## config.mk

```make
export PLATFORM = sky130hd
export DESIGN_NAME = scrub_engine
export DESIGN_NICKNAME = d
export VERILOG_FILES = /design/src/rtl/scrub_pkg.sv /design/src/rtl/scrub_ecc_enc.sv /design/src/rtl/scrub_ecc_dec.sv /design/src/rtl/scrub_ctrl.sv /design/src/rtl/scrub_engine.sv
export SDC_FILE = /design/constraint.sdc
export NUM_CORES = 1
export LEC_CHECK = 0
export CAP_MARGIN = 15
export CORE_ASPECT_RATIO = 0.8
export CORE_MARGIN = 3
export CORE_UTILIZATION = 38
export DETAILED_ROUTE_END_ITERATION = 8
export PLACE_DENSITY = 0.67
export SYNTH_ARGS = -nofsm -noshare
export SYNTH_HDL_FRONTEND = slang
export SYNTH_SLANG_ARGS = --single-unit
```

## constraint.sdc

```tcl
create_clock -name clk_i -period 3.5 [get_ports clk_i]
set_input_delay 1.05 -clock clk_i [delete_from_list [all_inputs] [get_ports clk_i]]
set_output_delay 1.05 -clock clk_i [all_outputs]
set_load 0.1 [all_outputs]
```

## src/rtl/scrub_pkg.sv

```systemverilog
package scrub_pkg;
  localparam int DW = 32;
  localparam int HW = 6;
  localparam int EW = DW + HW + 1;

  typedef enum logic [2:0] {ST_IDLE, ST_RD0, ST_RD1, ST_WR0, ST_WR1} scrub_st_e;

  function automatic logic is_pow2(input int v);
    return (v & (v - 1)) == 0;
  endfunction

  // Hamming check bits; data placed at non-power-of-two positions 3..38
  function automatic logic [HW-1:0] ham_chk(input logic [DW-1:0] d);
    logic [HW-1:0] c;
    int idx;
    c = '0;
    idx = 0;
    for (int pos = 3; pos < EW; pos++) begin
      if (!is_pow2(pos)) begin
        for (int k = 0; k < HW; k++) begin
          if (pos[k]) c[k] = c[k] ^ d[idx];
        end
        idx++;
      end
    end
    return c;
  endfunction

  function automatic logic [DW-1:0] flip_at(input logic [DW-1:0] d, input logic [HW-1:0] syn);
    logic [DW-1:0] r;
    int idx;
    r = d;
    idx = 0;
    for (int pos = 3; pos < EW; pos++) begin
      if (!is_pow2(pos)) begin
        if (syn == HW'(pos)) r[idx] = ~r[idx];
        idx++;
      end
    end
    return r;
  endfunction
endpackage

```

## src/rtl/scrub_ecc_enc.sv

```systemverilog
module scrub_ecc_enc
  import scrub_pkg::*;
(
  input  logic [DW-1:0] data_i,
  output logic [EW-1:0] cw_o
);
  logic [HW-1:0] chk;

  always_comb begin
    chk  = ham_chk(data_i);
    cw_o = {^{chk, data_i}, chk, data_i};
  end
endmodule

```

## src/rtl/scrub_ecc_dec.sv

```systemverilog
module scrub_ecc_dec
  import scrub_pkg::*;
(
  input  logic [EW-1:0] cw_i,
  output logic [DW-1:0] data_o,
  output logic          sbe_o,
  output logic          mbe_o
);
  logic [HW-1:0] syn;
  logic          odd;

  always_comb begin
    syn    = ham_chk(cw_i[DW-1:0]) ^ cw_i[DW+HW-1:DW];
    odd    = ^cw_i;
    data_o = cw_i[DW-1:0];
    sbe_o  = 1'b0;
    mbe_o  = 1'b0;
    if (odd) begin
      // odd weight: single flip, unless syndrome points past the codeword
      if (syn > HW'(EW - 1)) begin
        mbe_o = 1'b1;
      end else begin
        sbe_o  = 1'b1;
        data_o = flip_at(cw_i[DW-1:0], syn);
      end
    end else if (syn != '0) begin
      mbe_o = 1'b1;
    end
  end
endmodule

```

## src/rtl/scrub_ctrl.sv

```systemverilog
module scrub_ctrl
  import scrub_pkg::*;
#(
  parameter int NB      = 8,
  parameter int BANK_AW = 8,
  parameter int AW      = BANK_AW + $clog2(NB)
) (
  input  logic                  clk_i,
  input  logic                  rst_ni,
  input  logic                  rfa_we_i,
  input  logic [AW-1:0]         rfa_wdata_i,
  input  logic [NB-1:0]         ecc_dis_i,
  output scrub_st_e             st_o,
  output logic [AW-1:0]         rfa_o,
  output logic [$clog2(NB)-1:0] bank_o
);
  localparam int BW = $clog2(NB);

  scrub_st_e     st_q, st_d;
  logic [AW-1:0] rfa_q;
  logic [BW-1:0] wr_bank;
  logic          accept;

  assign wr_bank = rfa_wdata_i[AW-1:BANK_AW];
  assign accept  = rfa_we_i && (st_q == ST_IDLE);

  always_ff @(posedge clk_i or negedge rst_ni) begin
    if (!rst_ni)     rfa_q <= '0;
    else if (accept) rfa_q <= rfa_wdata_i & ~AW'(7);
  end

  always_comb begin
    st_d = st_q;
    unique case (st_q)
      ST_IDLE: if (accept && !ecc_dis_i[wr_bank]) st_d = ST_RD0;
      ST_RD0:  st_d = ST_RD1;
      ST_RD1:  st_d = ST_WR0;
      ST_WR0:  st_d = ST_WR1;
      ST_WR1:  st_d = ST_IDLE;
      default: st_d = ST_IDLE;
    endcase
  end

  always_ff @(posedge clk_i or negedge rst_ni) begin
    if (!rst_ni) st_q <= ST_IDLE;
    else         st_q <= st_d;
  end

  assign st_o   = st_q;
  assign rfa_o  = rfa_q;
  assign bank_o = rfa_q[AW-1:BANK_AW];

  AST_ADDR_ALIGNED: assert property (@(posedge clk_i) disable iff (!rst_ni)
    rfa_q[2:0] == 3'b000);
  AST_BUSY_ENDS: assert property (@(posedge clk_i) disable iff (!rst_ni)
    (st_q == ST_WR1) |=> (st_q == ST_IDLE));
  AST_RFA_HOLD: assert property (@(posedge clk_i) disable iff (!rst_ni)
    (st_q != ST_IDLE) |=> $stable(rfa_q));
  AST_DIS_NO_START: assert property (@(posedge clk_i) disable iff (!rst_ni)
    (rfa_we_i && st_q == ST_IDLE && ecc_dis_i[wr_bank]) |=> (st_q == ST_IDLE));
endmodule

```

## src/rtl/scrub_engine.sv

```systemverilog
module scrub_engine
  import scrub_pkg::*;
#(
  parameter  int NB      = 8,
  parameter  int BANK_AW = 8,
  localparam int AW      = BANK_AW + $clog2(NB),
  localparam int WAW     = AW - 2
) (
  input  logic           clk_i,
  input  logic           rst_ni,
  input  logic           rfa_we_i,
  input  logic [AW-1:0]  rfa_wdata_i,
  input  logic [NB-1:0]  ecc_dis_i,
  input  logic [1:0]     flag_clr_i,
  output logic [AW-1:0]  rfa_o,
  output logic           busy_o,
  output logic           sbe_flag_o,
  output logic           mbe_flag_o,
  output logic [NB-1:0]  bank_lock_o,
  output logic           mem_req_o,
  output logic           mem_we_o,
  output logic [WAW-1:0] mem_addr_o,
  output logic [EW-1:0]  mem_wdata_o,
  input  logic [EW-1:0]  mem_rdata_i
);
  localparam int BW = $clog2(NB);

  scrub_st_e     st;
  logic [BW-1:0] bank;
  logic [DW-1:0] dec_data, w0_q, w1_q, wr_data;
  logic          dec_sbe, dec_mbe, w0_bad_q, w1_bad_q;
  logic          rd_phase, sbe_set, mbe_set;

  scrub_ctrl #(.NB(NB), .BANK_AW(BANK_AW), .AW(AW)) i_ctrl (
    .clk_i       (clk_i),
    .rst_ni      (rst_ni),
    .rfa_we_i    (rfa_we_i),
    .rfa_wdata_i (rfa_wdata_i),
    .ecc_dis_i   (ecc_dis_i),
    .st_o        (st),
    .rfa_o       (rfa_o),
    .bank_o      (bank)
  );

  scrub_ecc_dec i_dec (
    .cw_i   (mem_rdata_i),
    .data_o (dec_data),
    .sbe_o  (dec_sbe),
    .mbe_o  (dec_mbe)
  );

  // rdata of word 0 is valid in RD1, of word 1 in WR0
  assign rd_phase = (st == ST_RD1) || (st == ST_WR0);
  assign sbe_set  = rd_phase && dec_sbe;
  assign mbe_set  = rd_phase && dec_mbe;

  always_ff @(posedge clk_i or negedge rst_ni) begin
    if (!rst_ni) begin
      w0_q     <= '0;
      w1_q     <= '0;
      w0_bad_q <= 1'b0;
      w1_bad_q <= 1'b0;
    end else if (st == ST_RD1) begin
      w0_q     <= dec_data;
      w0_bad_q <= dec_mbe;
    end else if (st == ST_WR0) begin
      w1_q     <= dec_data;
      w1_bad_q <= dec_mbe;
    end
  end

  always_ff @(posedge clk_i or negedge rst_ni) begin
    if (!rst_ni) begin
      sbe_flag_o <= 1'b0;
      mbe_flag_o <= 1'b0;
    end else begin
      if (sbe_set)            sbe_flag_o <= 1'b1;
      else if (flag_clr_i[0]) sbe_flag_o <= 1'b0;
      if (mbe_set)            mbe_flag_o <= 1'b1;
      else if (flag_clr_i[1]) mbe_flag_o <= 1'b0;
    end
  end

  assign wr_data = (st == ST_WR0) ? w0_q : w1_q;

  scrub_ecc_enc i_enc (
    .data_i (wr_data),
    .cw_o   (mem_wdata_o)
  );

  assign busy_o     = (st != ST_IDLE);
  assign mem_we_o   = (st == ST_WR0) || (st == ST_WR1);
  assign mem_req_o  = (st == ST_RD0) || (st == ST_RD1) ||
                      ((st == ST_WR0) && !w0_bad_q) || ((st == ST_WR1) && !w1_bad_q);
  assign mem_addr_o = {rfa_o[AW-1:3], (st == ST_RD1) || (st == ST_WR1)};

  for (genvar b = 0; b < NB; b++) begin : g_lock
    assign bank_lock_o[b] = busy_o && (bank == BW'(b));
  end

  AST_LOCK_ONEHOT: assert property (@(posedge clk_i) disable iff (!rst_ni)
    $onehot0(bank_lock_o));
  AST_LOCK_WHEN_BUSY: assert property (@(posedge clk_i) disable iff (!rst_ni)
    mem_req_o |-> ($countones(bank_lock_o) == 1));
  AST_READ_PAIR: assert property (@(posedge clk_i) disable iff (!rst_ni)
    (mem_req_o && !mem_we_o && !mem_addr_o[0]) |=>
      (mem_req_o && !mem_we_o && mem_addr_o == $past(mem_addr_o) + WAW'(1)));
  AST_SBE_STICKY: assert property (@(posedge clk_i) disable iff (!rst_ni)
    (sbe_flag_o && !flag_clr_i[0]) |=> sbe_flag_o);
  AST_MBE_STICKY: assert property (@(posedge clk_i) disable iff (!rst_ni)
    (mbe_flag_o && !flag_clr_i[1]) |=> mbe_flag_o);
endmodule

```

==> summary.txt <==
Synthesis
  – Main combinational cell family by area after synthesis: XOR/XNOR gates
  – Compound-gate portion of the synthesized area: 0.0823
  – Flops & latches, synth: 79
  – Mux share of post-synthesis cell area: 0.0285
  – Distinct cells, synth: 44
  – Syn Inst Count: 638
  – EDFF count, synth: 0
  – Syn Std Cell Area: 5800 µm²
  – Async S/R FF share, synth: 1.00
  – Sequential area share after synthesis: 0.341
  – Simple-gate portion of the synthesized area: 0.162
  – Syn Area/Cell: 9.08 µm²
  – Post-Synth Adder-Cell Area: 0
  – XOR/XNOR Fraction of Synth Area: 0.350
  – Primary FF master, synth: dfrtp_1
  – Yosys warns: 0

Drt
  – Initial DRC count: 476
  – ANT nets after route: 0
  – Final wirelength: 19900 µm
  – Vias: 5660
  – Wire per inst: between 15 and 20 µm
  – DRC Markers: 0
  – DR pass1 iterations: 5
  – Vias/cell: ~5.0

Timing
  – Final Hold Fails: 0
  – Worst hold margin: roughly 0.5 ns
  – Min Tclk post-route: 3.92 ns
  – Clock Skew: 0.00416 ns
  – Max Freq: between 0.2 and 0.3 GHz
  – Max Slew Vio Count: 0
  – Final period utilization: 1.12
  – Final worst slack: -0.417 ns
  – RSZ-0062 raised after global routing: true
  – Worst Tran Pin Value: about 0.69 ns
  – Final setup fails: 8
  – Slew HR: 0.540

Status
  – Outcome: finished, violations left
  – Failing checks: setup timing

Placement
  – HPWL after detailed placement: 14700 µm
  – Port Buffers: 128
  – Placed Instances: 1076
  – Routability cong.: 0.910

Critical path
  – Nature of the critical path endpoint: primary output
  – Worst Path Max Fanout: 5
  – R2r setup slk: about 1.3 ns
  – Crit Reg-Reg Endpoint: i_ctrl.rfa_o[8]
  – CP required: 2.45 ns
  – CP Class: flip-flop to primary output
  – Reg-to-Reg Start: i_ctrl.st_o[0]
  – Arr. time, crit path: 2.87 ns
  – Setup crit start: i_ctrl.st_o[2]
  – R2r worst-path depth: 5
  – Worst setup SP type: flip-flop

Hold path
  – Worst hold path class: flip-flop to flip-flop
  – WHS Path Cells: 2
  – Hold Path End: w0_bad_q
  – Worst hold start: w0_bad_q

Clock network
  – Hold_buf cts: 0
  – Total CTS buffers: 9
  – CTS max path bufs: 2
  – Root Driver: clkbuf_16
  – CTS tree: built
  – Clock slew at reported path FFs: roughly 0.06 ns
  – CTS H-tree depth: 3
  – Total clock sinks: 79
  – Clk_lat worst skew: 0.35 ns

Finish
  – Post-Layout Cell Count: 1135
  – Layout cells sized above 1: 0.482
  – N_diodes: 0
  – Commonest non-fill, non-tap cell in the layout: buf_4
  – Most frequent cells in the layout: 202 x buf_4, 112 x nand2_1, 79 x dfrtp_1, 77 x xnor2_1, 60 x o21ai_1
  – Layout Nets: just over 1000
  – P&R area growth vs syn: 82.7%

Die
  – Core ar.: ~15000 µm²
  – Initial core utilization: 0.397
  – Die Y: around 120 µm
  – Rows: 39
  – Die span in x: about 140 µm
  – Top Ports: 135
  – Die Area: 16800 µm²

GRT
  – Initial antenna violation count: 0
  – Largest net degree at the start of global routing: 67
  – GR Overflow Total: 0
  – Global-route wire length before repair: 29800 µm
  – Global Route Usage Sum: 0.232
  – Number of global-route vias before repair: 5684

Flow run
  – Max-Cap Viols: 0
-- cell usage after synthesis, types with 2 or more instances --
cell type / instances / area share
a21oi_1: 12 / 0.010
buf_1: 3 / 0.0019
xnor2_1: 123 / 0.19
nand3_1: 10 / 0.0086
xor3_1: 2 / 0.0082
mux2i_1: 3 / 0.0052
xnor3_1: 16 / 0.062
xnor2_2: 5 / 0.014
nor2_1: 36 / 0.023
mux2_2: 8 / 0.016
xor2_1: 47 / 0.071
or3_1: 2 / 0.0022
o21ai_0: 7 / 0.0060
a21boi_0: 2 / 0.0026
o21ai_2: 2 / 0.0030
nand4_1: 4 / 0.0043
inv_1: 7 / 0.0045
nand3b_1: 3 / 0.0039
o21ai_1: 60 / 0.052
mux4_2: 2 / 0.0078
xnor3_2: 2 / 0.0082
nand2_1: 137 / 0.089
nor3_2: 2 / 0.0035
buf_4: 11 / 0.014
a21boi_1: 2 / 0.0026
nand2b_1: 4 / 0.0043
dfrtp_1: 79 / 0.34
nor3_1: 8 / 0.0069
and3_1: 3 / 0.0032
clkbuf_1: 22 / 0.014
-- kinds of logic (layout without fill, tap and decap cells) --
kind of cell	after synthesis	in the layout
other cells	1	3
simple gates	217	217
compound gates	89	89
flops	79	79
mux	13	13
buf+inv	44	355
xor+xnor	195	195
-- per-layer routing --
| layer | vias up | global-route usage | routed length [µm] |
|---|---|---|---|
| met5 | - | 0 | 0 |
| met4 | 0 | 0.0527 | 230 |
| met3 | 20 | 0.0352 | 955 |
| met2 | 169 | 0.380 | 9970 |
| met1 | 2785 | 0.327 | 8730 |
| li1 | 2686 | - | - |
-- worst max-delay path by stage --
stage	end	slack, ns
finish	mem_wdata_o[38]	-0.42
global route	mem_wdata_o[38]	-0.54
global placement	w0_q[30]	-0.75
CTS	mem_wdata_o[38]	-0.50
floorplan	mem_wdata_o[38]	-0.55
detailed placement	w0_q[30]	-0.81
-- sequential cells by signal, summed over array words and instances, names as in the netlist --
register and count:
w0_bad_q 1, w0_q 32, w1_q 32, i_ctrl.st_o 3, sbe_flag_o 1, w1_bad_q 1, mbe_flag_o 1, i_ctrl.rfa_o 8
-- layout make-up --
| cell class | instances | area [µm²] |
|---|---|---|
| Clock buffer | 10 | 239 |
| Clock inverter | 6 | 45.0 |
| Fill cell | 963 | 4000 |
| Inverter | 8 | 37.5 |
| Multi-Input combinational cell | 517 | 4780 |
| Sequential cell | 79 | 1980 |
| Tap cell | 184 | 230 |
| Timing Repair Buffer | 331 | 3280 |
-- timing repair --
action	CTS	global route
setup endpoints to repair	75	56
pin swaps	55	52
gates resized for setup	132	83
cloned	0	3
setup buffers	15	28
-- worst max-delay path, stage by stage (launching register included) --
cell and delay (ns):
dfrtp_1 0.37, nand3b_1 0.16, buf_6 0.15, buf_6 0.13
inv_8 0.07, buf_12 0.10, a21boi_4 0.05, buf_6 0.13
xnor2_4 0.13, xnor2_2 0.17, xnor2_2 0.26, xnor2_4 0.16
xnor3_4 0.43, buf_12 0.19
-- stage by stage --
step	instance area (µm²)	util	setup TNS (ns)	worst slack, ns
after floorplan	6200	-	-1.36	-0.550
after global placement	9050	0.620	-37.90	-0.752
after detailed placement	9050	0.620	-41.17	-0.813
after CTS	9930	0.681	-1.54	-0.503
after global routing	10600	0.726	-2.23	-0.543
final	10600	0.726	-1.17	-0.417
Power is left out: the tool's default activity adds up to more than one toggle a clock period on the data nets, which glitch-free logic cannot reach.
